--- src/rtl/adc_rdseq_pkg.sv ---
`timescale 1ns/1ps
package adc_rdseq_pkg;

  typedef enum logic [2:0] {
    ST_IDLE  = 3'd0,
    ST_CONV  = 3'd1,
    ST_WAIT  = 3'd2,
    ST_GUARD = 3'd3,
    ST_RDLO  = 3'd4,
    ST_RDHI  = 3'd5
  } seq_state_t;

  // Guard clocks after the synchronized edge. The synchronizer already adds
  // at least two clocks, so gap-1 keeps a margin over the requested gap.
  function automatic int guard_len(int gap_clk);
    return (gap_clk > 1) ? gap_clk - 1 : 1;
  endfunction

  function automatic int max_of(int a, int b);
    return (a > b) ? a : b;
  endfunction

endpackage

--- src/rtl/adc_rdseq_sync.sv ---
`timescale 1ns/1ps
module adc_rdseq_sync #(
  parameter int STAGES = 2
) (
  input  logic clk,
  input  logic rst_n,
  input  logic async_i,
  output logic sync_o,
  output logic fall_o
);
  // sh[STAGES-1] is the synchronized level, sh[STAGES] its one-clock delay
  logic [STAGES:0] sh;

  always_ff @(posedge clk or negedge rst_n) begin
    if (!rst_n) sh <= '1;
    else        sh <= {sh[STAGES-1:0], async_i};
  end

  assign sync_o = sh[STAGES-1];
  assign fall_o = sh[STAGES] & ~sh[STAGES-1];

endmodule

--- src/rtl/adc_rdseq_timer.sv ---
`timescale 1ns/1ps
module adc_rdseq_timer #(
  parameter int CNT_W = 10
) (
  input  logic             clk,
  input  logic             rst_n,
  input  logic             load_i,
  input  logic [CNT_W-1:0] load_val_i,
  output logic             last_o
);
  logic [CNT_W-1:0] cnt_q;

  always_ff @(posedge clk or negedge rst_n) begin
    if (!rst_n)              cnt_q <= '0;
    else if (load_i)         cnt_q <= load_val_i;
    else if (cnt_q != '0)    cnt_q <= cnt_q - 1'b1;
  end

  assign last_o = (cnt_q == '0);

  // R4/R5 support: a loaded segment counts down and never wraps
  a_r4_timer_no_wrap: assert property (@(posedge clk) disable iff (!rst_n)
    (!load_i && $past(cnt_q) == '0 && $past(!load_i)) |-> cnt_q == '0);

endmodule

--- src/rtl/adc_rdseq_capture.sv ---
`timescale 1ns/1ps
module adc_rdseq_capture #(
  parameter int NCH = 4,
  parameter int DW  = 12,
  parameter int CW  = 2
) (
  input  logic          clk,
  input  logic          rst_n,
  input  logic          clr_i,
  input  logic          take_i,
  input  logic [DW-1:0] data_i,
  output logic          last_o,
  output logic          valid_o,
  output logic [CW-1:0] chan_o,
  output logic [DW-1:0] data_o
);
  logic [CW-1:0] ptr_q;

  always_ff @(posedge clk or negedge rst_n) begin
    if (!rst_n) begin
      ptr_q   <= '0;
      valid_o <= 1'b0;
      chan_o  <= '0;
      data_o  <= '0;
    end else begin
      valid_o <= take_i;
      if (clr_i) begin
        ptr_q <= '0;
      end else if (take_i) begin
        ptr_q  <= ptr_q + 1'b1;
        chan_o <= ptr_q;
        data_o <= data_i;
      end
    end
  end

  assign last_o = (ptr_q == CW'(NCH - 1));

  a_r7_valid_single: assert property (@(posedge clk) disable iff (!rst_n)
    valid_o |=> !valid_o);

  a_r6_chan_range: assert property (@(posedge clk) disable iff (!rst_n)
    valid_o |-> (int'(chan_o) < NCH));

endmodule

--- src/rtl/adc_rdseq.sv ---
`timescale 1ns/1ps
module adc_rdseq
  import adc_rdseq_pkg::*;
#(
  parameter int NCH         = 4,
  parameter int DW          = 12,
  parameter int CONV_CLK    = 3,
  parameter int EOC_GAP_CLK = 15,
  parameter int RD_LO_CLK   = 4,
  parameter int RD_HI_CLK   = 3,
  parameter int TMO_CLK     = 1000,
  localparam int CW         = (NCH > 1) ? $clog2(NCH) : 1
) (
  input  logic          clk,
  input  logic          rst_n,
  input  logic          start_i,
  input  logic          eoc_n_i,
  input  logic [DW-1:0] adc_data_i,
  output logic          convst_n_o,
  output logic          cs_n_o,
  output logic          rd_n_o,
  output logic          smp_valid_o,
  output logic [CW-1:0] smp_chan_o,
  output logic [DW-1:0] smp_data_o,
  output logic          tmo_err_o
);
  localparam int GUARD_CLK = guard_len(EOC_GAP_CLK);
  localparam int LEN_MAX   = max_of(max_of(CONV_CLK, TMO_CLK),
                                    max_of(GUARD_CLK, max_of(RD_LO_CLK, RD_HI_CLK)));
  localparam int CNT_W     = $clog2(LEN_MAX + 1);

  seq_state_t       st_q, st_d;
  logic             eoc_sync, eoc_fall;
  logic             seg_last, seg_load;
  logic [CNT_W-1:0] seg_val;
  logic             last_chan, take, clr, tmo_fire;

  // Segment length minus one, for the segment that starts in a state
  function automatic logic [CNT_W-1:0] seg_len(seq_state_t s);
    case (s)
      ST_CONV:  return CNT_W'(CONV_CLK - 1);
      ST_WAIT:  return CNT_W'(TMO_CLK - 1);
      ST_GUARD: return CNT_W'(GUARD_CLK - 1);
      ST_RDLO:  return CNT_W'(RD_LO_CLK - 1);
      ST_RDHI:  return CNT_W'(RD_HI_CLK - 1);
      default:  return '0;
    endcase
  endfunction

  adc_rdseq_sync #(.STAGES(2)) u_sync (
    .clk(clk), .rst_n(rst_n), .async_i(eoc_n_i),
    .sync_o(eoc_sync), .fall_o(eoc_fall)
  );

  adc_rdseq_timer #(.CNT_W(CNT_W)) u_timer (
    .clk(clk), .rst_n(rst_n), .load_i(seg_load),
    .load_val_i(seg_val), .last_o(seg_last)
  );

  adc_rdseq_capture #(.NCH(NCH), .DW(DW), .CW(CW)) u_cap (
    .clk(clk), .rst_n(rst_n), .clr_i(clr), .take_i(take),
    .data_i(adc_data_i), .last_o(last_chan),
    .valid_o(smp_valid_o), .chan_o(smp_chan_o), .data_o(smp_data_o)
  );

  always_comb begin
    st_d = st_q;
    case (st_q)
      ST_IDLE:  if (start_i)  st_d = ST_CONV;
      ST_CONV:  if (seg_last) st_d = ST_WAIT;
      ST_WAIT:  if (eoc_fall) st_d = ST_GUARD;
                else if (seg_last) st_d = ST_IDLE;
      ST_GUARD: if (seg_last) st_d = ST_RDLO;
      ST_RDLO:  if (seg_last) st_d = last_chan ? ST_IDLE : ST_RDHI;
      ST_RDHI:  if (seg_last) st_d = ST_RDLO;
      default:  st_d = ST_IDLE;
    endcase
  end

  assign seg_load = (st_d != st_q);
  assign seg_val  = seg_len(st_d);
  assign clr      = (st_q == ST_IDLE) && start_i;
  assign take     = (st_q == ST_RDLO) && seg_last;
  assign tmo_fire = (st_q == ST_WAIT) && seg_last && !eoc_fall;

  always_ff @(posedge clk or negedge rst_n) begin
    if (!rst_n) begin
      st_q      <= ST_IDLE;
      tmo_err_o <= 1'b0;
    end else begin
      st_q <= st_d;
      if (clr)           tmo_err_o <= 1'b0;
      else if (tmo_fire) tmo_err_o <= 1'b1;
    end
  end

  assign convst_n_o = (st_q != ST_CONV);
  assign rd_n_o     = (st_q != ST_RDLO);
  assign cs_n_o     = (st_q != ST_RDLO);

  // ---------------- checker counters and assertions ----------------
  logic [7:0]       since_eoc;  // clocks the synchronized end-of-conversion has been low
  logic [CNT_W:0]   conv_len;   // clocks convst_n_o has been low

  always_ff @(posedge clk or negedge rst_n) begin
    if (!rst_n) begin
      since_eoc <= '0;
      conv_len  <= '0;
    end else begin
      if (eoc_sync)               since_eoc <= '0;
      else if (since_eoc != 8'hFF) since_eoc <= since_eoc + 1'b1;
      if (convst_n_o) conv_len <= '0;
      else            conv_len <= conv_len + 1'b1;
    end
  end

  a_r2_convst_width: assert property (@(posedge clk) disable iff (!rst_n)
    $rose(convst_n_o) |-> (int'(conv_len) == CONV_CLK));

  a_r3_read_gap: assert property (@(posedge clk) disable iff (!rst_n)
    ($fell(rd_n_o) && $past(st_q) == ST_GUARD) |-> (int'(since_eoc) >= EOC_GAP_CLK));

  a_r7_valid_on_rd_rise: assert property (@(posedge clk) disable iff (!rst_n)
    smp_valid_o |-> $rose(rd_n_o));

  a_r9_no_read_after_tmo: assert property (@(posedge clk) disable iff (!rst_n)
    tmo_err_o |-> rd_n_o);

endmodule

--- config.mk ---
export PLATFORM = sky130hd
export DESIGN_NAME = adc_rdseq
export DESIGN_NICKNAME = d
export VERILOG_FILES = /design/src/rtl/adc_rdseq_pkg.sv /design/src/rtl/adc_rdseq_sync.sv /design/src/rtl/adc_rdseq_timer.sv /design/src/rtl/adc_rdseq_capture.sv /design/src/rtl/adc_rdseq.sv
export SDC_FILE = /design/constraint.sdc
export NUM_CORES = 1
export LEC_CHECK = 0
export ABC_AREA = 1
export BUFFER_PORTS_ARGS = -buffer_cell sky130_fd_sc_hd__buf_2
export CAP_MARGIN = 30
export CORE_MARGIN = 2
export CORE_UTILIZATION = 40
export CTS_CLUSTER_DIAMETER = 30
export DETAILED_ROUTE_END_ITERATION = 6
export GPL_TIMING_DRIVEN = 0
export SLEW_MARGIN = 20
export SYNTH_ARGS = -nofsm -noshare
export SYNTH_HDL_FRONTEND = slang
export SYNTH_HIERARCHICAL = 1
export SYNTH_SLANG_ARGS = --single-unit
export TNS_END_PERCENT = 1
--- constraint.sdc ---
create_clock -name clk -period 3.2 [get_ports clk]
set_clock_uncertainty 0.05 [all_clocks]
set_input_delay 0.32 -clock clk [delete_from_list [all_inputs] [get_ports clk]]
set_output_delay 0.32 -clock clk [all_outputs]
set_load 0.05 [all_outputs]
**After elaboration in Yosys (flattened, before gate mapping)**

Index checks and enable logic that the tools add are counted.

- Output and inout bits: 19
- Input bits: 16
- Word-level logic and storage cells: 56
- Flip-flop bits (word level): 34

- Reduce and logical (&&, ||, !) cells: 14
- $add $sub $neg: 2
- Bitwise logic cells: 3
- Eq/ne operators: 14
- Multiplexer cells: 15

Operators by type and width:

| kind | number |
|---|---|
| 10-bit one-hot mux with 4 select lines | 1 |
| 3-bit two-way mux | 7 |
| 10-bit two-way mux | 2 |
| 3-bit one-hot mux with 5 select lines | 1 |
| 3-bit by 2-bit equality test with 1-bit output (second input constant) | 4 |
| 3-bit equality test (second input constant) | 4 |
| 10-bit logical NOT | 1 |
| 10-bit nonzero test | 1 |
| 10-bit by 1-bit subtractor with 10-bit output (second input constant) | 1 |
| 3-bit by 1-bit equality test with 1-bit output (second input constant) | 2 |
| 2-bit nonzero test | 3 |
| 1-bit logical AND | 4 |
| 2-bit two-way mux | 2 |
| 2-bit OR reduction | 2 |
| 3-bit logical NOT | 1 |
| 3-bit by 1-bit inequality test with 1-bit output (second input constant) | 1 |
| 3-bit inequality test | 1 |
| 3-bit inequality test (second input constant) | 1 |
| 2-bit by 1-bit adder with 2-bit output (second input constant) | 1 |
| 2-bit equality test (second input constant) | 1 |
| 1-bit two-way mux | 2 |
| 1-bit inverter | 2 |
| 2-bit AND reduction | 1 |
| 1-bit bitwise AND | 1 |
| 1-bit logical NOT | 1 |

**Depth between registers and ports, before layout**

Gate-level depths: netlist of the first run.

- Word-level depth: 8
- Depth in mapped cells: 18

**Cells and area by module**

Netlist of the first run, hierarchy kept.

Modules (own cells, without submodules):

| module | area an instance (µm²) | sequential area each (µm²) | times used | cells each |
|---|---|---|---|---|
| adc_rdseq_capture | 703.2 | 425.4 | 1 | 74 |
| adc_rdseq_timer | 695.7 | 250.2 | 1 | 95 |
| adc_rdseq | 385.4 | 100.1 | 1 | 59 |
| adc_rdseq_sync | 88.8 | 78.8 | 1 | 5 |

**Worst setup path before layout of the first run**

No wires, ideal clock.

- Path kind: register to register
- From: reg u_timer.cnt_q[0]
- To: reg u_timer.cnt_q[8]
- Slack: 0.800 ns
- Cell stages (with the launch flop): 17
- Data required time: 3.033 ns
- Library setup time: 0.117 ns
- Clock period less this slack: 2.400 ns
- Arrival: 2.234 ns
- Cell sequence: dfrtp_1 -> inv_1 -> ha_1 -> inv_1 -> nor2_2 -> nand4_2 -> nor2_2 -> inv_1 -> nor2_4 -> nand2_2 -> nand3_1 -> nand2_1 -> nand2_1 -> inv_1 -> or2_2 -> nand2_1 -> nor2_1

- Elaborated cells on any way between the ends: 20
- Classes of those cells: 1 x add/sub; 6 x eq/ne; 9 x mux; 4 x reduce/logical

RTL lines:

| what | line | text |
|---|---|---|
| from (decl) | adc_rdseq_timer.sv:11 | `logic [CNT_W-1:0] cnt_q;` |
| from (signal assigned) | adc_rdseq_timer.sv:15 | `else if (load_i) cnt_q <= load_val_i;` |
| from (signal assigned) | adc_rdseq_timer.sv:16 | `else if (cnt_q != '0) cnt_q <= cnt_q - 1'b1;` |
| 10-bit logical NOT * | adc_rdseq_timer.sv:19 | `assign last_o = (cnt_q == '0);` |
| net seg_last | adc_rdseq.sv:34 | `logic seg_last, seg_load;` |
| 3-bit two-way mux | adc_rdseq.sv:72 | `else if (seg_last) st_d = ST_IDLE;` |
| 3-bit two-way mux | adc_rdseq.sv:71 | `ST_WAIT: if (eoc_fall) st_d = ST_GUARD;` |
| 3-bit one-hot mux with 5 select lines * | adc_rdseq.sv:68 | `case (st_q)` |
| 3-bit inequality test * | adc_rdseq.sv:80 | `assign seg_load = (st_d != st_q);` |
| net seg_load | adc_rdseq.sv:34 |  |
| 10-bit two-way mux or 2-bit nonzero test (tied branches) | n/a |  |

The timed path passes the listed nets; every way through them passes the cells marked *. The select of a mux whose other input is x is not followed.
A chain may end at the register's enable or synchronous reset.

**Worst setup path in the final report of the first run**

Ends and elaborated chain as after synthesis.

==> results of run 1 <==
cell families after synthesis:
kind of cell	share of synthesized area, %
and+or+nand+nor	40.6
DFF	45.6
buffers and inverters	7.68
AOI/OAI and AO/OA	3.14
xor gates and xnor gates	1.40
adders and majority gates	1.34
other	0.200
path summary, 6_finish.rpt:
path,end,slack [ns],cells past startpoint,start
worst max-delay path,u_timer/cnt_q[8]$_DFFE_PN0P_,0.36,16,u_timer/cnt_q[0]$_DFFE_PN0P_
worst max register to register,u_timer/cnt_q[8]$_DFFE_PN0P_,0.36,16,u_timer/cnt_q[0]$_DFFE_PN0P_
worst min register to register,u_sync/sh[1]$_DFF_PN1_,0.31,0,u_sync/sh[0]$_DFF_PN1_
worst min-delay path,u_timer/cnt_q[1]$_DFFE_PN0P_,0.05,1,rst_n
min in group clk,u_sync/sh[0]$_DFF_PN1_,0.08,1,eoc_n_i
max in group asynchronous,u_timer/cnt_q[6]$_DFFE_PN0P_,2.57,1,rst_n
metal layers:
metal	vias to the layer above	share of wire (%)
met5	-	0
met4	0	1.4
met3	6	4.2
met2	29	44
met1	679	51
li1	808	-
per-stage QoR:
step	cell area, um2	total power [W]
floorplan	1870	0.00126
global placement	2110	0.00142
detailed placement	2110	0.00142
CTS	2200	0.00176
global route	2200	0.00191
finish	2200	0.00174
state kept, by name (all words and copies together), names as in the netlist:
register and flops:
u_timer/cnt_q 10, tmo_err_o 1, u_cap/valid_o 1, u_cap/chan_o 2
u_sync/sh 3, u_cap/ptr_q 2, u_cap/data_o 12, st_q 3
layout make-up:
type                       instances  area (um2)  share of cell area (%)
clock inverter                     1        5.00                   0.228
sequential                        34         855                    38.9
timing repair buffer              34         170                    7.74
tap                               52        65.1                    2.96
multi-input combinational        168         875                    39.8
inverter                          25        93.8                    4.27
buffer                             6        50.0                    2.28
clock buffer                       7        86.3                    3.92
worst max-delay path, delay by kind of cell (launching register included):
| kind | cells | cell delay [ns] |
|---|---|---|
| fa+ha+maj | 1 | 0.22 |
| buf+inv | 4 | 0.52 |
| flops | 1 | 0.38 |
| simple gates | 11 | 1.55 |
layout by cell type (no fill, tap or decap), types with 5 or more instances in the layout:
cell type  instances
nor2_2             8
nand2_1           70
nand3_2            5
nor2_1            18
nand2_2           12
nand3_1           26
clkbuf_8           6
dfrtp_1           31
buf_2             35
nor2_4             5
inv_1             22
o21ai_1            5
report_power, final:
part           internal [W]  total [W]  leakage (nW)  switching (W)
Combinational      0.000274   0.000804         0.725       0.000529
Sequential         0.000514   0.000606         0.444      0.0000915
Clock              0.000174   0.000330        0.0482       0.000157
==> results.py, run 1 <==
metrics = {
    "status": {
        "status": "finished clean",
    },
    "clocking": {
        "clock_latency_ns": 0.28,
        "post_cts_buffers": 0,
        "cts_buffer_depth": 2,
        "cts_buffers": 5,
        "cts_num_sinks": 34,
        "root_buffer": "clkbuf_8",
        "clk_pin_slew_ns": 0.07,
        "ctsResizeCount": 0,
        "htreeDepth": 2,
        "ctsHoldBuffers": 0,
        "cts_tree": "yes",
    },
    "sta": {
        "hold-worst-slack_ns": 0.0482,
        "worst_slack_ns": 0.363,
        "rsz0062_at_grt": "no",
        "tightest_slew_ns": 0.752,
        "setup_viol": 0,
        "fmax_mhz": 352,
        "slew_headroom_pct": 49.9,
        "period_share_pct": 88.7,
        "drv_slew": 0,
        "min_period_ns": 2.84,
        "setup_tns_ns": 0,
        "final_hold_viol_count": 0,
    },
    "yosys": {
        "synth_top_area_cell": "dfrtp_1",
        "synthFlopType": "dfrtp_1",
        "yosys.cell_types.count": 28,
        "yosysWarnings": 6,
        "synth_top_area_share_pct": 41.4,
        "syn_area_um2": 1870,
        "synth.area.top_cells": "dfrtp_1 (41%), nand2_1 (14%), nand3_1 (6.9%)",
        "yosys-top-cells-count": "nand2_1 (70), dfrtp_1 (31), nand3_1 (26)",
        "syn_nets": 251,
        "yosysMostFrequentCell": "nand2_1",
        "synth_seq_cells": 34,
        "synth_edf_count": 0,
        "avgSynthCellArea_um2": 8.04,
        "yosysSeqAreaShare_pct": 45.6,
        "synthCells": 233,
        "ys_async_sr_fraction_pct": 100,
    },
    "grt": {
        "grt_max_degree": 35,
        "grt_pass1_vias": 1418,
        "busiest_layer": "met2",
        "grt_overflow": 0,
        "met2_usage_pct": 22.4,
        "use_met3_pct": 4.17,
        "grt_pass1_wl_mm": 6.26,
        "antenna_found_initial": 0,
        "gr-usage-met1_pct": 21.7,
        "grt_usage_pct": 15.3,
    },
    "final_layout": {
        "area_growth_pct": 17.4,
        "fin_cells": 327,
        "fill_cells": 454,
        "postLayoutCoreUtil_pct": 49.5,
        "drive_gt1_share_pct": 31.6,
        "nets": 292,
        "antenna_cells": 0,
    },
    "floorplan": {
        "fp.dieW_um": 72.4,
        "die_area_um2": 5250,
        "core.rowCount": 24,
        "die_h_um": 72.4,
        "core-area_um2": 4440,
        "start_util_pct": 42.1,
        "ios": 35,
    },
    "critical_path": {
        "timing.critical_path.mode_cell": "inv_1",
        "slowest_delay_ns": 0.38,
        "critPathRequiredTime_ns": 3.32,
        "cp.arrival_ns": 2.96,
        "slowest_stage": "dfrtp_1",
        "end_kind": "flop",
        "worst-setup-path-type": "flop to flop",
        "start_kind": "flop",
        "path_max_fanout": 8,
        "path_cells": "inv_1 -> ha_1 -> inv_1 -> nor2_2 -> nand4_2 -> nor2_2 -> inv_1 -> nor2_4 -> nand2_2 -> nand3_1 -> nand2_1 -> nand2_1 -> inv_1 -> or2_2 -> nand2_1 -> nor2_1",
    },
    "routing": {
        "viasPerCell": 4.65,
        "drtIter0Drc": 54,
        "antenna_left": 0,
        "vias": 1522,
        "route.detailed.drc": 0,
        "dr.pass1.iters": 4,
        "routed_wl_mm": 3.57,
        "wl_per_cell_um": 10.9,
    },
    "power": {
        "vdd_drop_max_mv": 0.304,
        "p_per_area_nw_per_um2": 791,
        "leakagePower_nw": 1.22,
    },
    "placed_design": {
        "hpwlAfterDp_mm": 2.64,
        "pre_cts_slack_ns": 0.404,
        "gp_congestion": 0.779,
        "dp_cells": 319,
        "portBuffers": 34,
    },
    "job": {
        "cap_violations": 0,
    },
    "min_path": {
        "min_path_type": "input port to async pin",
    },
}
(Power assumes the default switching activity.)
==> inputs of run 2 (changes only) <==
--- a/config.mk
+++ b/config.mk
@@ -7,5 +7,5 @@
 export LEC_CHECK = 0
 export ABC_AREA = 1
-export BUFFER_PORTS_ARGS = -buffer_cell sky130_fd_sc_hd__buf_2
+export BUFFER_PORTS_ARGS = -buffer_cell sky130_fd_sc_hd__buf_4
 export CAP_MARGIN = 30
 export CORE_MARGIN = 2
@@ -14,5 +14,5 @@
 export DETAILED_ROUTE_END_ITERATION = 6
 export GPL_TIMING_DRIVEN = 0
-export SLEW_MARGIN = 20
+export SLEW_MARGIN = 10
 export SYNTH_ARGS = -nofsm -noshare
 export SYNTH_HDL_FRONTEND = slang
==> constraint.sdc (replaced) <==
create_clock -name clk -period 3.2 [get_ports clk]
set_clock_uncertainty 0.05 [all_clocks]
set_input_delay 0.64 -clock clk [delete_from_list [all_inputs] [get_ports clk]]
set_output_delay 0.64 -clock clk [all_outputs]
set_load 0.05 [all_outputs]
==> run 2 against run 1 <==
  * Fmax rose by 4.6%
  * Die area did not move
  * Critical path depth did not move
  * Sequential cell count did not move
  * Critical path type unchanged
  * Sequential power barely moved
  * Non-clock buffer count did not move
  * Hold slack improved by 0.19 ns
  * Highest routed layer unchanged
  * Largest cell class unchanged
==> results.py, run 2 (same netlist as run 1, synthesis figures left out) <==
metrics = {
    "final_layout": {
        "largest_reg_flops": 12,
        "area_growth_pct": 22.2,
        "design_area_um2": 2290,
        "multi_input_area_um2": 880,
        "reg.largest.list": "u_cap/data_o (12), u_timer/cnt_q (10)",
        "fill_cells": 460,
        "nets": 292,
        "final_cell_mix": "nand2_1 (70), buf_4 (37), dfrtp_1 (31)",
        "antenna_cells": 0,
        "drive_gt1_share_pct": 31.6,
        "postLayoutCoreUtil_pct": 51.5,
        "largest-register": "u_cap/data_o",
        "final_common_cell": "nand2_1",
        "register_area_um2": 855,
    },
    "critical_path": {
        "reg2regPathDepth": 16,
        "worstReg2RegStart": "u_timer/cnt_q[0]$_DFFE_PN0P_",
        "timing.critical_path.mode_cell": "inv_1",
        "path_cells": "inv_1 -> ha_1 -> inv_1 -> nor2_2 -> nand4_2 -> nor2_4 -> inv_1 -> nor2_4 -> nand2_2 -> nand3_1 -> nand2_1 -> nand2_1 -> inv_1 -> or2_2 -> nand2_1 -> nor2_1",
        "end_kind": "flop",
        "critPathRequiredTime_ns": 3.33,
        "cp.depth": 16,
        "path_max_fanout": 8,
        "slowest_stage": "dfrtp_1",
        "crit_buf_inv": 4,
        "rrSetupSlack_ns": 0.49,
        "cp.arrival_ns": 2.84,
        "slowest_delay_ns": 0.39,
        "timing.rr.end": "u_timer/cnt_q[8]$_DFFE_PN0P_",
        "path_delay_family": "simple AND/OR/NAND/NOR gates",
        "start_kind": "flop",
        "worst-setup-path-type": "flop to flop",
    },
    "routing": {
        "viasPerCell": 4.70,
        "antenna_left": 0,
        "dr.pass1.iters": 4,
        "routed_wl_mm": 3.66,
        "route.detailed.drc": 0,
        "drtIter0Drc": 71,
        "wl_per_cell_um": 11.2,
        "vias": 1538,
    },
    "clocking": {
        "ctsResizeCount": 0,
        "cts_tree": "yes",
        "cts_num_sinks": 34,
        "cts_buffers": 5,
        "root_buffer": "clkbuf_8",
        "ctsHoldBuffers": 0,
        "clock_latency_ns": 0.28,
        "htreeDepth": 2,
        "post_cts_buffers": 0,
        "clk_pin_slew_ns": 0.07,
        "cts_buffer_depth": 2,
    },
    "grt": {
        "grt_max_degree": 35,
        "grt_pass1_vias": 1472,
        "grt_usage_pct": 15.7,
        "antenna_found_initial": 0,
        "grt_pass1_wl_mm": 6.44,
        "grt_overflow": 0,
    },
    "floorplan": {
        "fp.dieW_um": 72.4,
        "core.rowCount": 24,
        "ios": 35,
        "start_util_pct": 42.1,
        "die_h_um": 72.4,
        "die_area_um2": 5250,
        "core-area_um2": 4440,
    },
    "sta": {
        "setup_tns_ns": 0,
        "rsz0062_at_grt": "no",
        "min_period_ns": 2.71,
        "setup_viol": 0,
        "drv_slew": 0,
        "fmax_mhz": 369,
        "period_share_pct": 84.8,
        "final_hold_viol_count": 0,
    },
    "job": {
        "cap_violations": 0,
    },
    "power": {
        "leakagePower_nw": 1.23,
        "p_per_area_nw_per_um2": 767,
        "vdd_drop_max_mv": 0.285,
    },
    "placed_design": {
        "portBuffers": 34,
        "hpwlAfterDp_mm": 2.69,
        "placed_cell_area_um2": 2190,
        "gp_congestion": 0.809,
    },
    "status": {
        "status": "finished clean",
    },
    "min_path": {
        "min_path_type": "input port to async pin",
    },
}
run 2: final cells by class:
class / count / share of cell area, %
timing repair buffer: 34 / 11.1
sequential: 34 / 37.3
inverter: 25 / 4.10
clock inverter: 1 / 0.219
tap: 52 / 2.84
multi-input combinational: 168 / 38.4
buffer: 6 / 2.19
clock buffer: 7 / 3.77
run 2: stage by stage:
| stage | hold slack, ns | std cells | worst slack [ns] | power (W) |
|---|---|---|---|---|
| CTS | 0.255 | 327 | 0.375 | 0.00178 |
| global route | 0.267 | 327 | 0.117 | 0.00195 |
| detailed placement | 0.299 | 319 | 0.396 | 0.00144 |
| finish | 0.235 | 327 | 0.488 | 0.00176 |
| floorplan | 0.294 | 233 | 0.800 | 0.00126 |
| global placement | 0.296 | 319 | 0.368 | 0.00143 |
run 2: worst max-delay path by stage:
| stage | end | slack (ns) | start |
|---|---|---|---|
| 2_1_floorplan | u_timer/cnt_q[8]$_DFFE_PN0P_ | 0.80 | u_timer/cnt_q[0]$_DFFE_PN0P_ |
| 3_3_place_gp | u_timer/cnt_q[8]$_DFFE_PN0P_ | 0.37 | u_timer/cnt_q[0]$_DFFE_PN0P_ |
| 3_5_place_dp | u_timer/cnt_q[8]$_DFFE_PN0P_ | 0.40 | u_timer/cnt_q[0]$_DFFE_PN0P_ |
| 4_1_cts | u_timer/cnt_q[8]$_DFFE_PN0P_ | 0.38 | u_timer/cnt_q[0]$_DFFE_PN0P_ |
| 5_1_grt | u_timer/cnt_q[0]$_DFFE_PN0P_ | 0.12 | u_timer/cnt_q[0]$_DFFE_PN0P_ |
| 6_report | u_timer/cnt_q[8]$_DFFE_PN0P_ | 0.49 | u_timer/cnt_q[0]$_DFFE_PN0P_ |
run 2: per-layer routing:
layer / track usage (%) / vias to the layer above / share of wire, % / wire, um
li1: - / 809 / - / -
met1: 20.4 / 688 / 48 / 1760
met2: 25.5 / 34 / 46 / 1690
met3: 4.17 / 7 / 4.3 / 159
met4: 5.14 / 0 / 1.3 / 49
met5: 0 / - / 0 / 0
run 2: report_power, final:
part	switching, W	total [W]	internal, W
combinational	0.000533	0.000820	0.000287
clock	0.000155	0.000328	0.000174
sequential	0.0000930	0.000607	0.000514
run 2: worst reg2reg max path, cell delays in order, from the launching register on:
cell and delay [ns]:
dfrtp_1 0.39, inv_1 0.14, ha_1 0.23, inv_1 0.06, nor2_2 0.13, nand4_2 0.13
nor2_4 0.21, inv_1 0.13, nor2_4 0.17, nand2_2 0.12, nand3_1 0.10, nand2_1 0.06
nand2_1 0.12, inv_1 0.16, or2_2 0.30, nand2_1 0.07, nor2_1 0.04
==> inputs of run 3 (changes only) <==
Settings changed: ABC_AREA 1 to 0.
Clock period 3.2 ns to 2.3 ns, I/O delays scaled along.
==> run 3 against run 2 <==
  * The run now ends with setup timing left
  * Register-to-register slack got worse by 0.55 ns
  * Worst setup slack got worse by 0.55 ns
  * Sequential power up 49%
  * Design area increased by 6.2%
  * Die area is 6.2% lower
  * Fmax rose by 15%
  * Count of clock-buffer cells in the layout unchanged
  * Critical path type unchanged
  * Largest power group unchanged
  * Highest routed layer unchanged
==> results.py, run 3 <==
metrics = {
    "yosys": {
        "yosysMostFrequentCell": "dfrtp_1",
        "synth_top_area_cell": "dfrtp_1",
        "ys_async_sr_fraction_pct": 100,
        "yosysSeqAreaShare_pct": 48.8,
        "yosys.cell_types.count": 39,
        "synthFlopType": "dfrtp_1",
        "syn_nets": 172,
        "synthCells": 154,
        "synth.area.top_cells": "dfrtp_1 (44%), mux2_4 (8.6%), dfstp_2 (4.5%)",
        "yosys-top-cells-count": "dfrtp_1 (31), nor2_1 (17), mux2_4 (10)",
        "yosysWarnings": 6,
        "avgSynthCellArea_um2": 11.4,
        "synth_edf_count": 0,
        "syn_area_um2": 1750,
        "synth_top_area_share_pct": 44.3,
        "synth_seq_cells": 34,
    },
    "critical_path": {
        "reg2regPathDepth": 10,
        "path_max_fanout": 5,
        "start_kind": "flop",
        "path_delay_family": "simple AND/OR/NAND/NOR gates",
        "slowest_stage": "dfrtp_2",
        "end_kind": "flop",
        "worst-setup-path-type": "flop to flop",
        "crit_buf_inv": 3,
        "critPathRequiredTime_ns": 2.41,
        "worstReg2RegStart": "u_timer/cnt_q[4]$_DFFE_PN0P_",
        "timing.rr.end": "u_timer/cnt_q[5]$_DFFE_PN0P_",
        "crit_start": "u_timer/cnt_q[4]$_DFFE_PN0P_",
        "slowest_delay_ns": 0.44,
        "cp.arrival_ns": 2.47,
        "rrSetupSlack_ns": -0.06,
        "path_cells": "nor4_4 -> nand3_2 -> inv_2 -> buf_6 -> a211oi_4 -> nor4_4 -> o221ai_2 -> clkbuf_8 -> nor2_1 -> a211oi_2",
        "timing.critical_path.mode_cell": "nor4_4",
    },
    "sta": {
        "final_hold_viol_count": 0,
        "setup_viol": 7,
        "fmax_mhz": 424,
        "rsz0062_at_grt": "yes",
        "min_period_ns": 2.36,
        "hold-worst-slack_ns": 0.0576,
        "drv_slew": 0,
        "period_share_pct": 103,
        "worst_slack_ns": -0.0588,
        "slew_headroom_pct": 61.5,
        "tightest_slew_ns": 0.573,
    },
    "final_layout": {
        "largest_reg_flops": 12,
        "nets": 226,
        "drive_gt1_share_pct": 52.2,
        "area_growth_pct": 38.9,
        "final_cell_mix": "buf_4 (48), dfrtp_1 (30), nor2_1 (15)",
        "fin_cells": 261,
        "final_common_cell": "buf_4",
        "largest-register": "u_cap/data_o",
        "antenna_cells": 0,
        "postLayoutCoreUtil_pct": 56.6,
        "reg.largest.list": "u_cap/data_o (12), u_timer/cnt_q (10)",
    },
    "floorplan": {
        "core-area_um2": 4290,
        "ios": 35,
        "die_area_um2": 4920,
        "fp.dieW_um": 70.2,
        "die_h_um": 70.2,
        "start_util_pct": 40.8,
        "core.rowCount": 24,
    },
    "clocking": {
        "cts_num_sinks": 34,
        "htreeDepth": 2,
        "cts_buffer_depth": 2,
        "ctsHoldBuffers": 0,
        "cts_buffers": 5,
        "clock_latency_ns": 0.28,
        "root_buffer": "clkbuf_8",
        "cts_tree": "yes",
        "clk_pin_slew_ns": 0.07,
    },
    "grt": {
        "grt_overflow": 0,
        "antenna_found_initial": 0,
        "grt_usage_pct": 16.7,
        "grt_pass1_vias": 1392,
        "grt_max_degree": 35,
        "grt_pass1_wl_mm": 6.41,
    },
    "routing": {
        "vias": 1325,
        "routed_wl_mm": 3.71,
        "dr.pass1.iters": 4,
        "wl_per_cell_um": 14.2,
        "drtIter0Drc": 30,
        "antenna_left": 0,
        "route.detailed.drc": 0,
        "viasPerCell": 5.08,
    },
    "power": {
        "leakagePower_nw": 1.17,
        "vdd_drop_max_mv": 0.513,
        "p_per_area_nw_per_um2": 1020,
    },
    "status": {
        "violations": "setup timing",
        "status": "complete, but fails checks",
    },
    "placed_design": {
        "portBuffers": 34,
        "dp_cells": 240,
        "hpwlAfterDp_mm": 2.50,
        "gp_congestion": 0.822,
    },
    "job": {
        "cap_violations": 0,
    },
    "min_path": {
        "min_path_type": "input port to async pin",
    },
}
run 3: per-layer routing:
metal,vias to the layer above,share of wire (%),GRT usage [%]
met3,6,3.5,4.47
met5,-,0,0
met2,22,55,30.4
li1,639,-,-
met4,0,1.5,6.41
met1,658,40,18.6
run 3: worst register-to-register path, cell delays in order, from the launching register on:
cell and delay [ns]:
dfrtp_2 0.44, nor4_4 0.34, nand3_2 0.13, inv_2 0.09, buf_6 0.13, a211oi_4 0.04, nor4_4 0.31, o221ai_2 0.15
clkbuf_8 0.18, nor2_1 0.28, a211oi_2 0.09
run 3: worst max path at each step:
stage	slack, ns	cells after the start	endpoint
after CTS	-0.05	13	u_timer/cnt_q[6]$_DFFE_PN0P_
after global routing	-0.18	12	u_timer/cnt_q[5]$_DFFE_PN0P_
after floorplan	-0.14	12	u_timer/cnt_q[5]$_DFFE_PN0P_
after detailed placement	-0.54	12	u_timer/cnt_q[5]$_DFFE_PN0P_
after global placement	-0.45	12	u_timer/cnt_q[5]$_DFFE_PN0P_
final	-0.06	10	u_timer/cnt_q[5]$_DFFE_PN0P_
run 3: cells by family (layout without fill, tap and decap cells):
logic type / Yosys count / after routing / synth area share [%]
flip-flops: 34 / 34 / 48.8
AND/OR/NAND/NOR: 53 / 53 / 18.4
other: 1 / 1 / 0.214
XOR/XNOR: 6 / 6 / 3.00
adder cells (fa/ha/maj): 2 / 2 / 1.43
buffers and inverters: 15 / 70 / 5.00
AO/OA/AOI/OAI: 22 / 22 / 7.86
multiplexers: 21 / 21 / 15.2
run 3: final cells by class:
| type | instances | area [um2] |
|---|---|---|
| Tap cell | 52 | 65.1 |
| Clock buffer | 7 | 86.3 |
| Inverter | 7 | 31.3 |
| Sequential cell | 34 | 856 |
| Fill cell | 381 | 1860 |
| Clock inverter | 1 | 5.00 |
| Buffer | 8 | 98.8 |
| Timing Repair Buffer | 47 | 353 |
| Multi-Input combinational cell | 105 | 936 |
run 3: metrics by stage:
| stage | power, W | setup slack [ns] | TNS, ns | instance area, um2 |
|---|---|---|---|---|
| finish | 0.00248 | -0.0588 | -0.237 | 2430 |
| global route | 0.00263 | -0.180 | -1.95 | 2430 |
| CTS | 0.00247 | -0.0534 | -0.331 | 2390 |
| detailed placement | 0.00181 | -0.536 | -8.61 | 2120 |
| global placement | 0.00177 | -0.454 | -8.30 | 2120 |
| floorplan | 0.00158 | -0.138 | -1.52 | 1800 |
run 3: repair_timing:
action	CTS	global route
endpoints found under the setup margin	24	24
buffers inserted	12	2
gates resized for setup	16	10
pin swaps	5	7
run 3: power breakdown:
part	total (W)	leakage, nW	switching (W)	internal [W]
sequential	0.000905	0.434	0.000157	0.000748
clock	0.000451	0.0482	0.000210	0.000241
combinational	0.00112	0.688	0.000568	0.000553
